`config.mk`:
```
export PLATFORM = sky130hd
export DESIGN_NAME = stereo_vol_ctrl
export DESIGN_NICKNAME = d
export VERILOG_FILES = /design/src/rtl/svc_pkg.sv /design/src/rtl/svc_sync.sv /design/src/rtl/svc_serial_rx.sv /design/src/rtl/svc_zc_channel.sv /design/src/rtl/stereo_vol_ctrl.sv
export SDC_FILE = /design/constraint.sdc
export NUM_CORES = 1
export LEC_CHECK = 0
export ABC_AREA = 1
export BUFFER_PORTS_ARGS = -buffer_cell sky130_fd_sc_hd__buf_2
export CAP_MARGIN = 25
export CORE_MARGIN = 5
export CORE_UTILIZATION = 40
export DETAILED_ROUTE_END_ITERATION = 6
export PLACE_DENSITY_LB_ADDON = 0.1
export SLEW_MARGIN = 20
export SYNTH_ARGS = -nofsm -noshare
export SYNTH_HDL_FRONTEND = slang
export SYNTH_HIERARCHICAL = 1
export SYNTH_SLANG_ARGS = --single-unit
```
`constraint.sdc`:
```
create_clock -name clk -period 3.4 [get_ports clk]
set_input_delay 0.51 -clock clk [delete_from_list [all_inputs] [get_ports clk]]
set_output_delay 0.51 -clock clk [all_outputs]
set_load 0.05 [all_outputs]
```
`src/rtl/svc_pkg.sv`:
```
// Package: shared sizes and types for the stereo volume control.
// Assumes two channels of 8-bit codes packed into one frame, left first.
package svc_pkg;
    localparam int CODE_W     = 8;
    localparam int NUM_CH     = 2;
    localparam int FRAME_BITS = NUM_CH * CODE_W;

    typedef logic [CODE_W-1:0] code_t;
endpackage

```
`src/rtl/svc_sync.sv`:
```
// Module: multi-stage synchronizer for asynchronous inputs.
// Assumes STAGES >= 2 and that the inputs change far slower than clk.
module svc_sync #(
    parameter int              W       = 1,
    parameter int              STAGES  = 2,
    parameter logic [W-1:0]    RST_VAL = '0
) (
    input  logic         clk,
    input  logic         rst_n,
    input  logic [W-1:0] d_i,
    output logic [W-1:0] q_o
);
    logic [STAGES-1:0][W-1:0] pipe_q;

    // Shift the asynchronous sample through the flop chain.
    always_ff @(posedge clk) begin
        if (!rst_n) pipe_q <= {STAGES{RST_VAL}};
        else        pipe_q <= {pipe_q[STAGES-2:0], d_i};
    end

    assign q_o = pipe_q[STAGES-1];
endmodule

```
`src/rtl/svc_serial_rx.sv`:
```
// Module: chip-select-framed serial receiver with pass-through output.
// Samples select, serial clock and data with clk. Shifts on serial clock
// rising edges and drives out on falling edges. At select rising it
// accepts the frame if a non-zero multiple of FRAME_BITS clocks arrived.
// Assumes each serial clock phase lasts several clk cycles.
module svc_serial_rx #(
    parameter int FRAME_BITS  = 16,
    parameter int SYNC_STAGES = 2
) (
    input  logic                  clk,
    input  logic                  rst_n,
    input  logic                  hold_i,
    input  logic                  csn_i,
    input  logic                  sclk_i,
    input  logic                  sdi_i,
    output logic                  load_o,
    output logic [FRAME_BITS-1:0] frame_o,
    output logic                  sdo_o,
    output logic                  sdo_oe_o
);
    localparam int CNT_W = (FRAME_BITS > 2) ? $clog2(FRAME_BITS) : 1;
    localparam logic [CNT_W-1:0] CNT_LAST = CNT_W'(FRAME_BITS - 1);

    logic [2:0]            pins_s;
    logic                  cs_s, sck_s, sdi_s;
    logic                  cs_prev_q, sck_prev_q;
    logic                  cs_fall, cs_rise, sck_rise, sck_fall;
    logic                  armed_q, full_q;
    logic [CNT_W-1:0]      cnt_q;
    logic [FRAME_BITS-1:0] shift_q, frame_q;
    logic                  load_q, sdo_q, oe_q;

    svc_sync #(.W(3), .STAGES(SYNC_STAGES), .RST_VAL(3'b100)) u_pin_sync (
        .clk   (clk),
        .rst_n (rst_n),
        .d_i   ({csn_i, sclk_i, sdi_i}),
        .q_o   (pins_s)
    );
    assign {cs_s, sck_s, sdi_s} = pins_s;

    // Keep the previous sampled levels for edge detection, even during hold.
    always_ff @(posedge clk) begin
        if (!rst_n) begin
            cs_prev_q  <= 1'b1;
            sck_prev_q <= 1'b0;
        end else begin
            cs_prev_q  <= cs_s;
            sck_prev_q <= sck_s;
        end
    end

    assign cs_fall  =  cs_prev_q & ~cs_s;
    assign cs_rise  = ~cs_prev_q &  cs_s;
    assign sck_rise = ~sck_prev_q &  sck_s & ~cs_s;
    assign sck_fall =  sck_prev_q & ~sck_s & ~cs_s;

    // Frame state: arm on select fall, shift and count bits, note a full word.
    always_ff @(posedge clk) begin
        if (!rst_n || hold_i) begin
            armed_q <= 1'b0;
            full_q  <= 1'b0;
            cnt_q   <= '0;
            shift_q <= '0;
        end else if (cs_fall) begin
            armed_q <= 1'b1;
            full_q  <= 1'b0;
            cnt_q   <= '0;
        end else if (cs_rise) begin
            armed_q <= 1'b0;
        end else if (sck_rise && armed_q) begin
            shift_q <= {shift_q[FRAME_BITS-2:0], sdi_s};
            cnt_q   <= (cnt_q == CNT_LAST) ? '0 : cnt_q + 1'b1;
            if (cnt_q == CNT_LAST) full_q <= 1'b1;
        end
    end

    // Accept strobe and captured word at select rise on a whole-frame count.
    always_ff @(posedge clk) begin
        if (!rst_n || hold_i) begin
            load_q  <= 1'b0;
            frame_q <= '0;
        end else begin
            load_q <= cs_rise && armed_q && full_q && (cnt_q == '0);
            if (cs_rise && armed_q && full_q && (cnt_q == '0)) frame_q <= shift_q;
        end
    end

    // Pass-through output: present the register MSB at select fall and after each falling edge.
    always_ff @(posedge clk) begin
        if (!rst_n || hold_i) begin
            sdo_q <= 1'b0;
            oe_q  <= 1'b0;
        end else begin
            oe_q <= ~cs_s;
            if (cs_fall || (sck_fall && armed_q)) sdo_q <= shift_q[FRAME_BITS-1];
        end
    end

    assign load_o   = load_q;
    assign frame_o  = frame_q;
    assign sdo_o    = sdo_q;
    assign sdo_oe_o = oe_q;

    // the output bit moves only on select fall or a serial clock fall.
    assert_sdo_stable_R5: assert property (@(posedge clk) disable iff (!rst_n || hold_i)
        (!cs_fall && !sck_fall) |=> $stable(sdo_q));

    // hold leaves the port idle, un-armed and with its output off.
    assert_held_idle_R10: assert property (@(posedge clk) disable iff (!rst_n)
        hold_i |=> (!armed_q && !oe_q && cnt_q == '0 && !load_q));

    // a word is only accepted from an armed frame.
    assert_load_needs_frame_R3: assert property (@(posedge clk) disable iff (!rst_n)
        load_q |-> $past(armed_q));
endmodule

```
`src/rtl/svc_zc_channel.sv`:
```
// Module: one channel's pending/active code pair with zero-cross apply.
// A write is applied at once when zero-cross mode is off. Otherwise it is
// applied at the next change of the synchronized sign input, or after
// TIMEOUT_CYC cycles. Hold or reset mutes the channel and drops any pending code.
// Assumes the sign input comes from an asynchronous comparator.
module svc_zc_channel #(
    parameter int CODE_W      = 8,
    parameter int TIMEOUT_CYC = 1024,
    parameter int SYNC_STAGES = 2
) (
    input  logic              clk,
    input  logic              rst_n,
    input  logic              hold_i,
    input  logic              zc_en_i,
    input  logic              sign_i,
    input  logic              load_i,
    input  logic [CODE_W-1:0] code_i,
    output logic [CODE_W-1:0] gain_o
);
    localparam int TMR_W = (TIMEOUT_CYC > 2) ? $clog2(TIMEOUT_CYC) : 1;
    localparam logic [TMR_W-1:0] TMR_LAST = TMR_W'(TIMEOUT_CYC - 1);

    logic              sign_s, sign_prev_q, crossing;
    logic              pend_q;
    logic [CODE_W-1:0] pcode_q, active_q;
    logic [TMR_W-1:0]  timer_q;

    svc_sync #(.W(1), .STAGES(SYNC_STAGES), .RST_VAL(1'b0)) u_sign_sync (
        .clk   (clk),
        .rst_n (rst_n),
        .d_i   (sign_i),
        .q_o   (sign_s)
    );

    // Remember the previous sign so that any change marks a crossing.
    always_ff @(posedge clk) begin
        if (!rst_n) sign_prev_q <= 1'b0;
        else        sign_prev_q <= sign_s;
    end

    assign crossing = sign_s ^ sign_prev_q;

    // Pending/active update: a write takes priority, then the apply of a pending code.
    always_ff @(posedge clk) begin
        if (!rst_n || hold_i) begin
            active_q <= '0;
            pcode_q  <= '0;
            pend_q   <= 1'b0;
            timer_q  <= '0;
        end else if (load_i) begin
            if (zc_en_i) begin
                pcode_q <= code_i;
                pend_q  <= 1'b1;
                timer_q <= '0;
            end else begin
                active_q <= code_i;
                pend_q   <= 1'b0;
            end
        end else if (pend_q) begin
            if (!zc_en_i || crossing || timer_q == TMR_LAST) begin
                active_q <= pcode_q;
                pend_q   <= 1'b0;
            end else begin
                timer_q <= timer_q + 1'b1;
            end
        end
    end

    assign gain_o = active_q;

    // the active code changes only because of a write, a pending apply or hold.
    assert_change_has_cause_R6: assert property (@(posedge clk) disable iff (!rst_n)
        (active_q != $past(active_q)) |-> ($past(load_i) || $past(pend_q) || $past(hold_i)));

    // the wait counter never passes the timeout limit.
    assert_timer_bounded_R7: assert property (@(posedge clk) disable iff (!rst_n)
        pend_q |-> (timer_q <= TMR_LAST));

    // leaving zero-cross mode applies the pending code on the next edge.
    assert_apply_when_off_R9: assert property (@(posedge clk) disable iff (!rst_n)
        (pend_q && !zc_en_i && !load_i && !hold_i) |=> (!pend_q && active_q == $past(pcode_q)));
endmodule

```
`src/rtl/stereo_vol_ctrl.sv`:
```
// Module: top of the stereo volume control.
// Joins the serial receiver to one zero-cross channel per output. Channel 0
// (left) takes the upper code of the frame. Assumes a synchronous
// active-low reset and asynchronous serial and sign pins.
module stereo_vol_ctrl
    import svc_pkg::*;
#(
    parameter int TIMEOUT_CYC = 1024,
    parameter int SYNC_STAGES = 2
) (
    input  logic              clk,
    input  logic              rst_n,
    input  logic              hold_i,
    input  logic              zc_en_i,
    input  logic              sign_l_i,
    input  logic              sign_r_i,
    input  logic              csn_i,
    input  logic              sclk_i,
    input  logic              sdi_i,
    output logic              sdo_o,
    output logic              sdo_oe_o,
    output logic [CODE_W-1:0] gain_l_o,
    output logic [CODE_W-1:0] gain_r_o,
    output logic              mute_o
);
    logic                  load;
    logic [FRAME_BITS-1:0] frame;
    logic [NUM_CH-1:0]     sign_vec;
    code_t                 gain_vec [NUM_CH];

    svc_serial_rx #(.FRAME_BITS(FRAME_BITS), .SYNC_STAGES(SYNC_STAGES)) u_rx (
        .clk      (clk),
        .rst_n    (rst_n),
        .hold_i   (hold_i),
        .csn_i    (csn_i),
        .sclk_i   (sclk_i),
        .sdi_i    (sdi_i),
        .load_o   (load),
        .frame_o  (frame),
        .sdo_o    (sdo_o),
        .sdo_oe_o (sdo_oe_o)
    );

    assign sign_vec = {sign_r_i, sign_l_i};

    for (genvar gi = 0; gi < NUM_CH; gi++) begin : g_ch
        svc_zc_channel #(
            .CODE_W      (CODE_W),
            .TIMEOUT_CYC (TIMEOUT_CYC),
            .SYNC_STAGES (SYNC_STAGES)
        ) u_ch (
            .clk     (clk),
            .rst_n   (rst_n),
            .hold_i  (hold_i),
            .zc_en_i (zc_en_i),
            .sign_i  (sign_vec[gi]),
            .load_i  (load),
            .code_i  (frame[FRAME_BITS-1-gi*CODE_W -: CODE_W]),
            .gain_o  (gain_vec[gi])
        );
    end

    assign gain_l_o = gain_vec[0];
    assign gain_r_o = gain_vec[1];
    assign mute_o   = (gain_l_o == '0) && (gain_r_o == '0);

    // one edge with hold high leaves both outputs muted.
    assert_mute_after_hold_R10: assert property (@(posedge clk) disable iff (!rst_n)
        hold_i |=> (gain_l_o == '0 && gain_r_o == '0 && mute_o));

    // the edge after reset shows both channels muted.
    assert_reset_mute_R1: assert property (@(posedge clk)
        !rst_n |=> (gain_l_o == '0 && gain_r_o == '0));
endmodule

```
==> reports/qor.yml <==
outcome:
  outcome: "complete, no violations"
sta:
  hold_violations: 0
  post-route-period-util_pct: 59.3
  rsz0062_at_grt: "false"
  final_max_slew_viol_count: 0
  hold_ws_ns: 0.333
  setup_viol: 0
  setup_tns_ns: 0
  period_minus_slack_ns: 2.02
  fmax_mhz: 496
  fin_ws_ns: 1.38
  finClkSkew_ns: 0.00641
  relSlewSlack_pct: 50.9
  tightest_slew_ns: 0.736
route:
  wl_um: 9510
  wire_per_inst_um: 11.2
  via_per_inst: 4.63
  met2_length_um: 4000
  vias: 3917
  dr.pass1.iters: 4
  wl_met1_um: 5070
  met3_wirelength_um: 275
  first_iter_violations: 226
  topRoutingLayerUsed: "met4"
  drcViolationCount: 0
  ant_nets: 0
hold_path:
  min-delay-start: "csn_i"
  hp-class: "in2reg"
  hold_end: "u_rx/u_pin_sync/pipe_q[2]"
  hold-path-cell-count: 3
worst_setup_path:
  cp.required_ns: 3.64
  rrSetupSlack_ns: 1.38
  critPathCaptureType: "register"
  worst_r2r_startpoint: "u_rx/load_o"
  r2r_cells: 8
  start_kind: "register"
  arrival_ns: 2.26
  r2r_end: "g_ch[1].u_ch/timer_q[0]"
  crit_type: "reg2reg"
  path_max_fanout: 17
synth:
  synth_top_area_share_pct: 44.9
  synth.distinct_cells: 31
  synthesis.area_sq_mm: 0.00486
  yosys_register_bits: 109
  synth_area_leaders: "dfxtp_1 (45%), nand2_1 (10%), nor2_1 (9.7%)"
  yosys_warnings: 6
  syn-num-nets: 691
  synth-seq-area-share_pct: 44.9
  synth.avg_cell_area_sq_um: 7.19
  synth_top_cell_by_area: "dfxtp_1"
  synthCells: 676
job:
  cap_violations: 0
floorplan:
  start_util_pct: 40.6
  die_y_um: 120
  core_sq_mm: 0.0120
  ios: 28
  dieArea_sq_mm: 0.0145
  rows: 40
  die-width_um: 120
clock_tree:
  holdBufCountCts: 0
  cts_max_level: 3
  clockBufferDepth: 2
  clkTransAtPathRegs_ns: 0.07
  insertion_delay_ns: 0.35
  post-cts-setup-buffer-count: 0
  cts.repair.resized: 0
  clkSinkCount: 109
  cts_tree: "built"
  cts_root_buffer: "clkbuf_16"
  numCtsBuffers: 9
finish:
  syn_to_final_growth_pct: 9.91
  finalNonFillerCells: 846
  final_common_cell: "nand2_1"
  final_cell_mix: "nand2_1 (134), nor2_1 (125), dfxtp_1 (109)"
  layout.nets: 709
  nFillCells: 1233
  drive_gt1_share_pct: 12.4
  diodes: 0
grt:
  grt_usage_pct: 13.7
  grt_pass1_vias: 3522
  grt-ovfl-total: 0
  grt_max_degree: 33
  antenna_found_initial: 0
  grt_pass1_wl_um: 16200
place:
  gp_congestion: 0.770
  dp.cells: 829
  io_buffers: 27
  preCtsSetupSlack_ns: 1.23
  dp_hpwl_um: 6590
power:
  powerDensity_mw_per_mm2: 434
  finalPower_mw: 2.32
  vdd_drop_max_mv: 0.194
  leakagePower_nw: 2.06
synthesized netlist by cell type (all sizes together):
library cell,count
a21oi,40
clkinv,3
xor2,3
nand3,51
nor2,141
o21ai,44
buf,13
mux2i,16
or2,2
nand3b,4
ha,6
nor3,2
nand4,1
dfxtp,109
nand2,145
clkbuf,12
and2,1
inv,83
per-stage QoR:
step                instance area [sq um]  util [%]
floorplan                            4860         -
global placement                     5060      42.3
detailed placement                   5060      42.3
CTS                                  5330      44.6
global route                         5340      44.7
finish                               5340      44.7
final cells by class:
class                      count  area [sq um]  area share (%)
multi-input combinational    456          2200            41.2
sequential                   109          2180            40.9
inverter                      86           327            6.11
clock buffer                  12           246            4.61
tap                          147           184            3.44
timing repair buffer          32           176            3.30
clock inverter                 4          23.8           0.445
kinds of logic (layout without fill, tap and decap cells):
kind of cell / after synthesis / in the layout / share of synthesized area (%)
AO/OA/AOI/OAI: 84 / 84 / 8.81
XOR/XNOR: 3 / 3 / 0.541
adder cells (fa/ha/maj): 6 / 6 / 1.54
buffers and inverters: 111 / 134 / 9.78
flip-flops: 109 / 109 / 44.9
multiplexers: 16 / 16 / 3.30
AND/OR/NAND/NOR: 347 / 347 / 31.1
worst max-delay path by stage:
stage / from / to / slack [ns]
finish: u_rx/load_o / g_ch[1].u_ch/timer_q[0] / 1.38
global route: u_rx/load_o / g_ch[1].u_ch/timer_q[0] / 1.24
CTS: u_rx/u_pin_sync/q_o[2] / u_rx/shift_q[2] / 1.21
detailed placement: u_rx/u_pin_sync/q_o[2] / u_rx/shift_q[2] / 1.23
global placement: u_rx/u_pin_sync/q_o[2] / u_rx/shift_q[12] / 1.32
floorplan: g_ch[1].u_ch/gain_o[7] / mute_o / 1.47
where the power goes:
part / internal, mW / switching (mW) / total (mW)
clock network: 0.515 / 0.449 / 0.964
logic: 0.0206 / 0.0449 / 0.0655
registers: 1.28 / 0.00326 / 1.29
total: 1.82 / 0.497 / 2.32
registers in the layout, summed over array words and instances (netlist names), 3 cells and up:
register	flops
u_rx/u_pin_sync/q_o	3
g_ch.u_ch/timer_q	20
u_rx/shift_q	16
u_rx/u_pin_sync/pipe_q	3
g_ch.u_ch/pcode_q	16
g_ch.u_ch/gain_o	16
u_rx/cnt_q	4
u_rx/frame_o	16
critical path: stages, from the launching register on:
cell     delay [ns]
dfxtp_1        0.51
buf_4          0.36
inv_1          0.09
nand2_1        0.06
inv_1          0.05
nand3_1        0.39
inv_2          0.20
o21ai_0        0.19
nor2_1         0.05
metal layers:
metal | track usage (%) | vias up
met5 | 0 | -
met4 | 5.74 | 0
met3 | 2.76 | 12
met2 | 20.9 | 51
met1 | 18.8 | 1726
li1 | - | 2128
(Power assumes the default switching activity.)
